[src/rtl/pgfr_pkg.sv]
package pgfr_pkg;
    localparam int FRONT_PORTS = 12;
    localparam int NPORTS      = FRONT_PORTS + 1;
    localparam int CPU_PORT    = FRONT_PORTS;
    localparam int TBL_DEPTH   = 92;
    localparam int SRC_BASE    = 80;
    localparam int IDX_W       = $clog2(TBL_DEPTH + 16);
    localparam int SRC_W       = $clog2(FRONT_PORTS + 4);
    localparam int Q_W         = 3;

    typedef logic [NPORTS-1:0]      pmask_t;
    typedef logic [FRONT_PORTS-1:0] fmask_t;
    typedef logic [IDX_W-1:0]       idx_t;
    typedef logic [SRC_W-1:0]       src_t;
    typedef logic [Q_W-1:0]         queue_t;

    typedef enum logic [1:0] {
        FC_UC = 2'd0,
        FC_MC = 2'd1,
        FC_BC = 2'd2,
        FC_RS = 2'd3
    } fclass_t;

    typedef struct packed {
        logic    hit;
        logic [1:0] etype;
        idx_t    didx;
        src_t    src;
        queue_t  q;
        fclass_t cls;
    } req_t;

    typedef struct packed {
        pmask_t  dmask;
        pmask_t  smask;
        logic    hit;
        logic [1:0] etype;
        src_t    src;
        queue_t  q;
    } stage_t;

    function automatic idx_t pick_dest(req_t r, idx_t uc, idx_t mc);
        if (r.hit)            return r.didx;
        else if (r.cls == FC_UC) return uc;
        else                  return mc;
    endfunction

    function automatic idx_t src_entry(src_t s);
        return idx_t'(SRC_BASE) + idx_t'(s);
    endfunction

    function automatic logic bypass_type(logic [1:0] et);
        return (et == 2'd0) || (et == 2'd1);
    endfunction
endpackage

[src/rtl/pgfr_table.sv]
module pgfr_table
    import pgfr_pkg::*;
#(
    parameter int DEPTH = TBL_DEPTH,
    parameter int W     = NPORTS,
    parameter int AW    = IDX_W
) (
    input  logic          clk,
    input  logic          rst,
    input  logic          we,
    input  logic [AW-1:0] waddr,
    input  logic [W-1:0]  wdata,
    input  logic [AW-1:0] cfg_raddr,
    output logic [W-1:0]  cfg_rdata,
    input  logic [AW-1:0] ra_idx,
    output logic [W-1:0]  ra_data,
    input  logic [AW-1:0] rb_idx,
    output logic [W-1:0]  rb_data
);
    logic [W-1:0] mem [DEPTH];

    function automatic logic in_range(logic [AW-1:0] a);
        return int'(a) < DEPTH;
    endfunction

    function automatic logic [W-1:0] rd(logic [AW-1:0] a);
        if (in_range(a)) return mem[a];
        else             return '0;
    endfunction

    always_ff @(posedge clk) begin
        if (rst) begin
            for (int i = 0; i < DEPTH; i++) mem[i] <= '0;
        end else if (we && in_range(waddr)) begin
            mem[waddr] <= wdata;
        end
    end

    always_ff @(posedge clk) begin
        if (rst) cfg_rdata <= '0;
        else     cfg_rdata <= rd(cfg_raddr);
    end

    always_comb begin
        ra_data = rd(ra_idx);
        rb_data = rd(rb_idx);
    end


    oor_read_zero_chk: assert property (@(posedge clk) disable iff (rst)
        (int'(cfg_raddr) >= DEPTH) |=> (cfg_rdata == '0));
endmodule

[src/rtl/pgfr_lookup.sv]
module pgfr_lookup
    import pgfr_pkg::*;
(
    input  logic   clk,
    input  logic   rst,
    input  logic   ld,
    input  req_t   req,
    input  idx_t   flood_uc,
    input  idx_t   flood_mc,
    output idx_t   d_idx,
    output idx_t   s_idx,
    input  pmask_t d_data,
    input  pmask_t s_data,
    output stage_t st
);
    always_comb begin
        d_idx = pick_dest(req, flood_uc, flood_mc);
        s_idx = src_entry(req.src);
    end

    always_ff @(posedge clk) begin
        if (rst) begin
            st <= '0;
        end else if (ld) begin
            st.dmask <= d_data;
            st.smask <= s_data;
            st.hit   <= req.hit;
            st.etype <= req.etype;
            st.src   <= req.src;
            st.q     <= req.q;
        end
    end
endmodule

[src/rtl/pgfr_combine.sv]
module pgfr_combine
    import pgfr_pkg::*;
(
    input  logic   clk,
    input  logic   rst,
    input  logic   ld,
    input  stage_t st,
    output fmask_t front_q,
    output logic   cpu_q,
    output queue_t queue_q,
    output src_t   src_q
);
    pmask_t fwd;
    fmask_t front;
    logic   exc;

    assign fwd = st.dmask & st.smask;
    assign exc = st.hit && bypass_type(st.etype) && st.dmask[CPU_PORT];

    for (genvar p = 0; p < FRONT_PORTS; p++) begin : g_port
        assign front[p] = fwd[p] && (st.src != src_t'(p));
    end

    always_ff @(posedge clk) begin
        if (rst) begin
            front_q <= '0;
            cpu_q   <= 1'b0;
            queue_q <= '0;
            src_q   <= '0;
        end else if (ld) begin
            front_q <= front;
            cpu_q   <= exc || fwd[CPU_PORT];
            queue_q <= exc ? st.q : '0;
            src_q   <= st.src;
        end
    end


    dest_subset_chk: assert property (@(posedge clk) disable iff (rst)
        ld |=> ((front_q & ~$past(st.dmask[FRONT_PORTS-1:0])) == '0));
endmodule

[src/rtl/pgfr_top.sv]
module pgfr_top
    import pgfr_pkg::*;
(
    input  logic                   clk,
    input  logic                   rst,
    input  logic                   cfg_we,
    input  logic [IDX_W-1:0]       cfg_waddr,
    input  logic [NPORTS-1:0]      cfg_wdata,
    input  logic [IDX_W-1:0]       cfg_raddr,
    output logic [NPORTS-1:0]      cfg_rdata,
    input  logic [IDX_W-1:0]       flood_uc_idx,
    input  logic [IDX_W-1:0]       flood_mc_idx,
    input  logic                   in_valid,
    output logic                   in_ready,
    input  logic [SRC_W-1:0]       in_src,
    input  logic                   in_hit,
    input  logic [1:0]             in_etype,
    input  logic [IDX_W-1:0]       in_dest_idx,
    input  logic [Q_W-1:0]         in_cpu_q,
    input  logic [1:0]             in_class,
    output logic                   out_valid,
    input  logic                   out_ready,
    output logic [FRONT_PORTS-1:0] out_mask,
    output logic                   out_cpu_copy,
    output logic [Q_W-1:0]         out_cpu_q
);
    logic   adv, s1_valid, ld1, ld2;
    req_t   req;
    idx_t   d_idx, s_idx;
    pmask_t d_data, s_data;
    stage_t st;
    src_t   out_src;

    assign adv      = !out_valid || out_ready;
    assign in_ready = adv;
    assign ld1      = adv && in_valid;
    assign ld2      = adv && s1_valid;

    always_comb begin
        req.hit   = in_hit;
        req.etype = in_etype;
        req.didx  = in_dest_idx;
        req.src   = in_src;
        req.q     = in_cpu_q;
        req.cls   = fclass_t'(in_class);
    end

    always_ff @(posedge clk) begin
        if (rst) begin
            s1_valid  <= 1'b0;
            out_valid <= 1'b0;
        end else if (adv) begin
            s1_valid  <= in_valid;
            out_valid <= s1_valid;
        end
    end

    pgfr_table u_tbl (
        .clk(clk), .rst(rst),
        .we(cfg_we), .waddr(cfg_waddr), .wdata(cfg_wdata),
        .cfg_raddr(cfg_raddr), .cfg_rdata(cfg_rdata),
        .ra_idx(d_idx), .ra_data(d_data),
        .rb_idx(s_idx), .rb_data(s_data)
    );

    pgfr_lookup u_lk (
        .clk(clk), .rst(rst), .ld(ld1), .req(req),
        .flood_uc(flood_uc_idx), .flood_mc(flood_mc_idx),
        .d_idx(d_idx), .s_idx(s_idx),
        .d_data(d_data), .s_data(s_data), .st(st)
    );

    pgfr_combine u_cb (
        .clk(clk), .rst(rst), .ld(ld2), .st(st),
        .front_q(out_mask), .cpu_q(out_cpu_copy),
        .queue_q(out_cpu_q), .src_q(out_src)
    );


    no_ingress_chk: assert property (@(posedge clk) disable iff (rst)
        out_valid && (int'(out_src) < FRONT_PORTS) |-> !out_mask[out_src]);


    stall_hold_chk: assert property (@(posedge clk) disable iff (rst)
        out_valid && !out_ready |=> out_valid && $stable(out_mask)
                                   && $stable(out_cpu_copy) && $stable(out_cpu_q));


    stall_block_chk: assert property (@(posedge clk) disable iff (rst)
        out_valid && !out_ready |-> !in_ready);


    queue_needs_copy_chk: assert property (@(posedge clk) disable iff (rst)
        out_valid && (out_cpu_q != '0) |-> out_cpu_copy);
endmodule

[config.mk]
export PLATFORM = sky130hd
export DESIGN_NAME = pgfr_top
export DESIGN_NICKNAME = d
export VERILOG_FILES = /design/src/rtl/pgfr_pkg.sv /design/src/rtl/pgfr_table.sv /design/src/rtl/pgfr_lookup.sv /design/src/rtl/pgfr_combine.sv /design/src/rtl/pgfr_top.sv
export SDC_FILE = /design/constraint.sdc
export NUM_CORES = 2
export LEC_CHECK = 0
export BUFFER_PORTS_ARGS = -buffer_cell sky130_fd_sc_hd__buf_2
export CAP_MARGIN = 10
export CELL_PAD_IN_SITES_DETAIL_PLACEMENT = 0
export CELL_PAD_IN_SITES_GLOBAL_PLACEMENT = 1
export CORE_UTILIZATION = 58
export DETAILED_ROUTE_END_ITERATION = 10
export PLACE_DENSITY = 0.92
export SLEW_MARGIN = 20
export SYNTH_ARGS = -nofsm -noshare
export SYNTH_HDL_FRONTEND = slang
export SYNTH_SLANG_ARGS = --single-unit
[constraint.sdc]
create_clock -name clk -period 6.9 [get_ports clk]
set_clock_uncertainty 0.15 [all_clocks]
set_input_delay 0.69 -clock clk [delete_from_list [all_inputs] [get_ports clk]]
set_output_delay 0.69 -clock clk [all_outputs]
set_load 0.01 [all_outputs]
=== Word level (Yosys, flattened, before mapping) ===
Memories as Yosys holds them, arrays and structs flattened. A register that Yosys moved wholly into a read port is not among the register bits.
Index checks and enable logic that the tools add are counted.

* Register bits after elaboration: 54
* RAM bits: 1196
* Bits of input ports: 65
* Output and inout bits: 31
* Word-level logic and storage cells: 70
* Memories kept: 1

{| class="wikitable"
|+ Memories
! memory !! words !! width !! rd ports !! clocked after memory_dff !! wr ports !! RTL line !! source
|-
| u_tbl.mem || 92 || 13 || 3 || 1 || 92 || pgfr_table.sv:20 || <nowiki>logic [W-1:0] mem [DEPTH];</nowiki>
|}

* $add $sub $neg: 1
* Order comparisons: 4
* Eq/ne operators: 12
* Muxes and demuxes: 13
* Bitwise gates (word level): 2
* Reductions and logical operators: 26

{| class="wikitable"
|+ Operators with widths
! kind !! number
|-
| $mux W13 || 3
|-
| $lt A7 B7 Y1 const B || 4
|-
| $mux W7 || 3
|-
| $logic_and A1 B1 Y1 || 17
|-
| $ne A4 B3 Y1 const B || 4
|-
| $ne A4 B4 Y1 const B || 4
|-
| $and A13 B13 Y13 || 1
|-
| $reduce_or A13 Y1 || 1
|-
| $ne A4 B2 Y1 const B || 2
|-
| $add A7 B4 Y7 const A || 1
|-
| $mux W1 || 6
|-
| $logic_not A2 Y1 || 2
|-
| $ne A4 B1 Y1 const B || 1
|-
| $reduce_bool A4 Y1 || 1
|-
| $logic_or A1 B1 Y1 || 3
|-
| $mux W3 || 1
|-
| $eq A2 B1 Y1 const B || 1
|-
| $reduce_or A2 Y1 || 1
|-
| $logic_not A1 Y1 || 1
|-
| $not A1 Y1 || 1
|}

=== Logic depth before layout (Yosys ltp) ===
* Depth in word-level cells: 7
* Mapped depth: 15
* Depth with buffers taken out: 8

=== Modules after synthesis ===
From an unflattened synthesis, not the netlist that was laid out.

* Cells, all modules: 6342
* Area total of the unflattened synthesis: 96412.5 µm²

{| class="wikitable"
|+ By module, submodules not included
! module !! times used !! cells each !! area each (µm²) !! seq. area each (µm²)
|-
| pgfr_table || 1 || 6078 || 93603.5 || 50228.2
|-
| pgfr_lookup || 1 || 156 || 1522.7 || 720.7
|-
| pgfr_combine || 1 || 98 || 1193.6 || 400.4
|-
| pgfr_top || 1 || 10 || 92.6 || 40.0
|}

=== Worst setup path after synthesis ===
No wires, ideal clock.

* Path kind: input to register
* Start point: in cfg_raddr[0]
* End point: reg u_tbl.cfg_rdata[0] (read register of u_tbl.mem)
* Library setup time: 0.128 ns
* Data arrival time: 3.111 ns
* Data required time: 6.622 ns
* Path slack: 3.512 ns
* Cell stages on the path: 7
* Path buffers: 2
* Cells stage by stage: clkbuf_1 > clkbuf_1 > mux4_2 > mux4_2 > mux4_2 > mux2i_1 > nor2_1

* Word-level cells in the longest chain between the ends: 3

{| class="wikitable"
|+ RTL lines
! item !! RTL line !! source
|-
| start: declaration || pgfr_top.sv:9 || <nowiki>input logic [IDX_W-1:0] cfg_raddr,</nowiki>
|-
| $lt A7 B7 Y1 || pgfr_table.sv:23 || <nowiki>return int'(a) < DEPTH;</nowiki>
|-
| $not A1 Y1 (no source line) || n/a ||
|-
| $reduce_or A2 Y1 (no source line) || n/a ||
|-
| end: declaration || pgfr_table.sv:14 || <nowiki>output logic [W-1:0] cfg_rdata,</nowiki>
|}

Several ways; a longest one is shown, not always the timed one.
A chain may end at the register's enable or synchronous reset.

=== Final worst setup path ===
* Start point: in in_hit
* End point: reg u_lk.st[24] (netlist name)

* Word-level cells in the longest chain between the ends: 3
* Elaborated cells on any way between the ends: 4
* Classes of those cells: 1 x order compare; 2 x mux; 1 x memory

{| class="wikitable"
|+ RTL lines
! item !! RTL line !! source
|-
| start: declaration || pgfr_top.sv:16 || <nowiki>input logic in_hit,</nowiki>
|-
| $mux W7 * || pgfr_pkg.sv:43 || <nowiki>if (r.hit) return r.didx;</nowiki>
|-
| $mem_v2 Z92 W13 or $lt A7 B7 Y1 (tied branches) || n/a ||
|-
| $mux W13 * || pgfr_table.sv:27 || <nowiki>if (in_range(a)) return mem[a];</nowiki>
|}

Every way passes the cells marked *; elsewhere a longest branch is shown, timed or not.

==> flow_summary.toml <==
[sta]
setup_tns_ns = 0
slew_headroom_pct = 20.6
fmax_ghz = 0.220
tightest_slew_ns = 1.19
layout_min_cycle_time_ns = 4.55
rsz0062_at_grt = "false"
drv_slew = 0
whs_ns = 0.0984
worst_slack_ns = 2.35
finalSetupViolations = 0
hold_viol = 0
period_share_pct = 66.0

[global_route]
antenna_found_initial = 20
grt_pass1_wl_mm = 389
grt_use_met3_pct = 12.1
grt_pass1_vias = 57100
grt_max_degree = 147
grt_overflow = 0
grt.busiest_layer = "met2"
grtUsageMet2_pct = 53.7
gr-usage-met1_pct = 46.1
grt_use_total_pct = 36.0

[die]
fp-row-count = 141
start_util_pct = 58.6
ios = 96
dieArea_sq_um = 151000
die_y_um = 389
coreArea_sq_um = 148000
die_x_um = 389

[routing]
num_vias = 59100
drt_wl_total_mm = 272
viasPerCell = 6.70
dr.pass1.iters = 6
drc = 0
drtIter0Drc = 10300
drt-wirelength-per-cell_um = 30.8
ant_nets = 0

[finish]
synthToLayoutAreaGrowth_pct = 11.1
nFillCells = 10400
mostFrequentLayoutCells = "1664 x edfxtp_1, 1198 x and2_1, 933 x nand2_1"
seqCellArea_sq_um = 51300
finalNonFillerCells = 8825
multi_input_area_sq_um = 34700
layout.nets = 6806
drive_gt1_share_pct = 18.2
layout_commonest_cell = "edfxtp_1"
layout.core_utilization_pct = 65.1

[placement]
placed_cells = 8489
place_hpwl_mm = 175
place.gp.congestion = 0.972
numPortBuffers = 94
place_ws_ns = 1.81

[clocking]
cts_buffers = 175
clockBufferDepth = 3
clkLatencyLatePin_ns = 0.84
cts_root_buf = "clkbuf_16"
path_clk_slew_ns = 0.06
htree_levels = 4
clock-sinks = 1730
cts_tree = "built"
postCtsSetupBuffers = 0

[synth]
synth_seq_cells = 1730
synth_edf_count = 1664
yosys_warnings = 0
yosys.cell_types.count = 64
async_flop_share_pct = 0
postSynthCellCount = 6384
yosysSeqAreaShare_pct = 59.1
synth.avg_cell_area_sq_um = 13.6
synth_top_flop_cell = "edfxtp_1"
syn_area_sq_um = 86700

[run]
drv_cap = 0

[worst_setup_path]
end_kind = "register"
crit_fanout = 64
start_kind = "input port"
critical_path_class = "input port to register"
crit_buf_inv = 3
crit_top_cell = "nor4_1"
slowest_delay_ns = 0.87
cpMaxStageDelayCell = "nor4_1"
required_ns = 7.51
crit_family = "simple AND/OR/NAND/NOR gates"
worstPathCellList = "buf_2 > inv_1 > a31oi_4 > buf_12 > nand2_2 > o22ai_1 > nor4_1 > nor4_1 > a221o_1"
cp.arrival_ns = 5.16

[power]
power_leakage_uw = 0.0347
p_per_area_nw_per_um2 = 259
vdd_ir_drop_max_mv = 0.285

[hold_path]
hold_class = "input port to register"

[outcome]
outcome = "complete, no violations"
[Yosys cell counts, types with 6 or more instances]
| cell | instances | area, sq um |
|---|---|---|
| edfxtp_1 | 1664 | 50000 |
| and2_1 | 1199 | 7500 |
| nand2_1 | 934 | 3510 |
| mux4_2 | 585 | 13200 |
| clkbuf_1 | 367 | 1380 |
| nand3_1 | 252 | 1260 |
| mux2i_1 | 202 | 2020 |
| nor2_1 | 167 | 627 |
| buf_2 | 147 | 736 |
| a21oi_1 | 114 | 571 |
| or2_2 | 93 | 582 |
| a31oi_1 | 82 | 513 |
| nand4_1 | 70 | 438 |
| dfxtp_1 | 66 | 1320 |
| a32oi_1 | 56 | 490 |
| buf_1 | 48 | 180 |
| nor4_1 | 35 | 219 |
| o22ai_1 | 35 | 219 |
| buf_4 | 27 | 203 |
| o21ai_0 | 27 | 135 |
| and3_1 | 19 | 119 |
| o211ai_1 | 18 | 135 |
| nor3_1 | 15 | 75.1 |
| o221ai_1 | 15 | 131 |
| a22oi_1 | 11 | 82.6 |
| a41oi_1 | 10 | 87.6 |
| nor2b_1 | 10 | 62.6 |
| a311oi_1 | 9 | 78.8 |
| a211oi_1 | 8 | 60.1 |
| inv_1 | 7 | 26.3 |
| o2111ai_1 | 7 | 61.3 |
| a221o_1 | 6 | 60.1 |
| buf_6 | 6 | 67.6 |
| o31ai_1 | 6 | 45.0 |
[metal layers]
metal | routed length (um) | part of all wire [%]
met3 | 41700 | 15
met5 | 163 | 0.060
met2 | 121000 | 44
met1 | 91100 | 33
met4 | 18600 | 6.8
[power breakdown]
group	total, uW	leakage (uW)	switching [uW]	internal (uW)
logic	3260	0.0156	2140	1120
clock network	9200	0.00268	4140	5070
registers	12500	0.0165	308	12200
total	24900	0.0347	6580	18300
[final timing paths]
check | startpoint | to | slack, ns | cells past startpoint
setup / recovery | in_hit | u_lk.st[24]$_SDFFE_PP0P_ | 2.35 | 9
hold / removal | rst | u_cb.front_q[6]$_SDFFE_PP0P_ | 0.1 | 2
setup reg to reg | out_valid$_SDFFE_PP0N_ | u_lk.st[24]$_SDFFE_PP0P_ | 3.69 | 8
hold reg to reg | u_lk.st[1]$_SDFFE_PP0P_ | u_lk.st[1]$_SDFFE_PP0P_ | 0.31 | 2
[stage by stage]
step / power (uW) / area [sq um]
2_1_floorplan: 14500 / 88500
3_3_place_gp: 15600 / 90800
3_5_place_dp: 15800 / 90800
4_1_cts: 24800 / 96300
5_1_grt: 25400 / 96300
6_report: 24900 / 96400
[layout make-up]
type                       count  share of cell area [%]
clock inverter                95                   0.787
sequential                  1730                    53.2
timing repair buffer         308                    2.51
multi-input combinational   4519                    36.0
inverter                       7                  0.0273
clock buffer                 231                    4.93
antenna                        5                  0.0130
tap                         1930                    2.51
[worst reg2reg max path: cells and delay by family (launching register included)]
family,cells,cell delay (ns)
buffers and inverters,1,0.32
AO/OA/AOI/OAI,2,0.44
flip-flops,1,0.30
AND/OR/NAND/NOR,5,1.95
[flip-flops by register name (all words and copies together) (netlist names)]
signal           count
u_cb.queue_q         3
u_cb.cpu_q           1
out_valid            1
u_tbl.mem         1664
u_cb.front_q        12
u_lk.st             35
s1_valid             1
u_tbl.cfg_rdata     13
[cells by family after synthesis]
logic type,Yosys count,share of synthesized area (%)
AO/OA/AOI/OAI,444,3.53
buffers and inverters,602,2.99
multiplexers,787,17.5
other,1,0.00432
AND/OR/NAND/NOR,2820,16.8
flip-flops,1730,59.1
[repair_timing]
item | in CTS | in global routing
hold buffers | 4 | 0
endpoints found under the hold margin | 4 | 0
gates resized for setup | 0 | 0
Note: power is estimated with default switching activity, not from simulation.
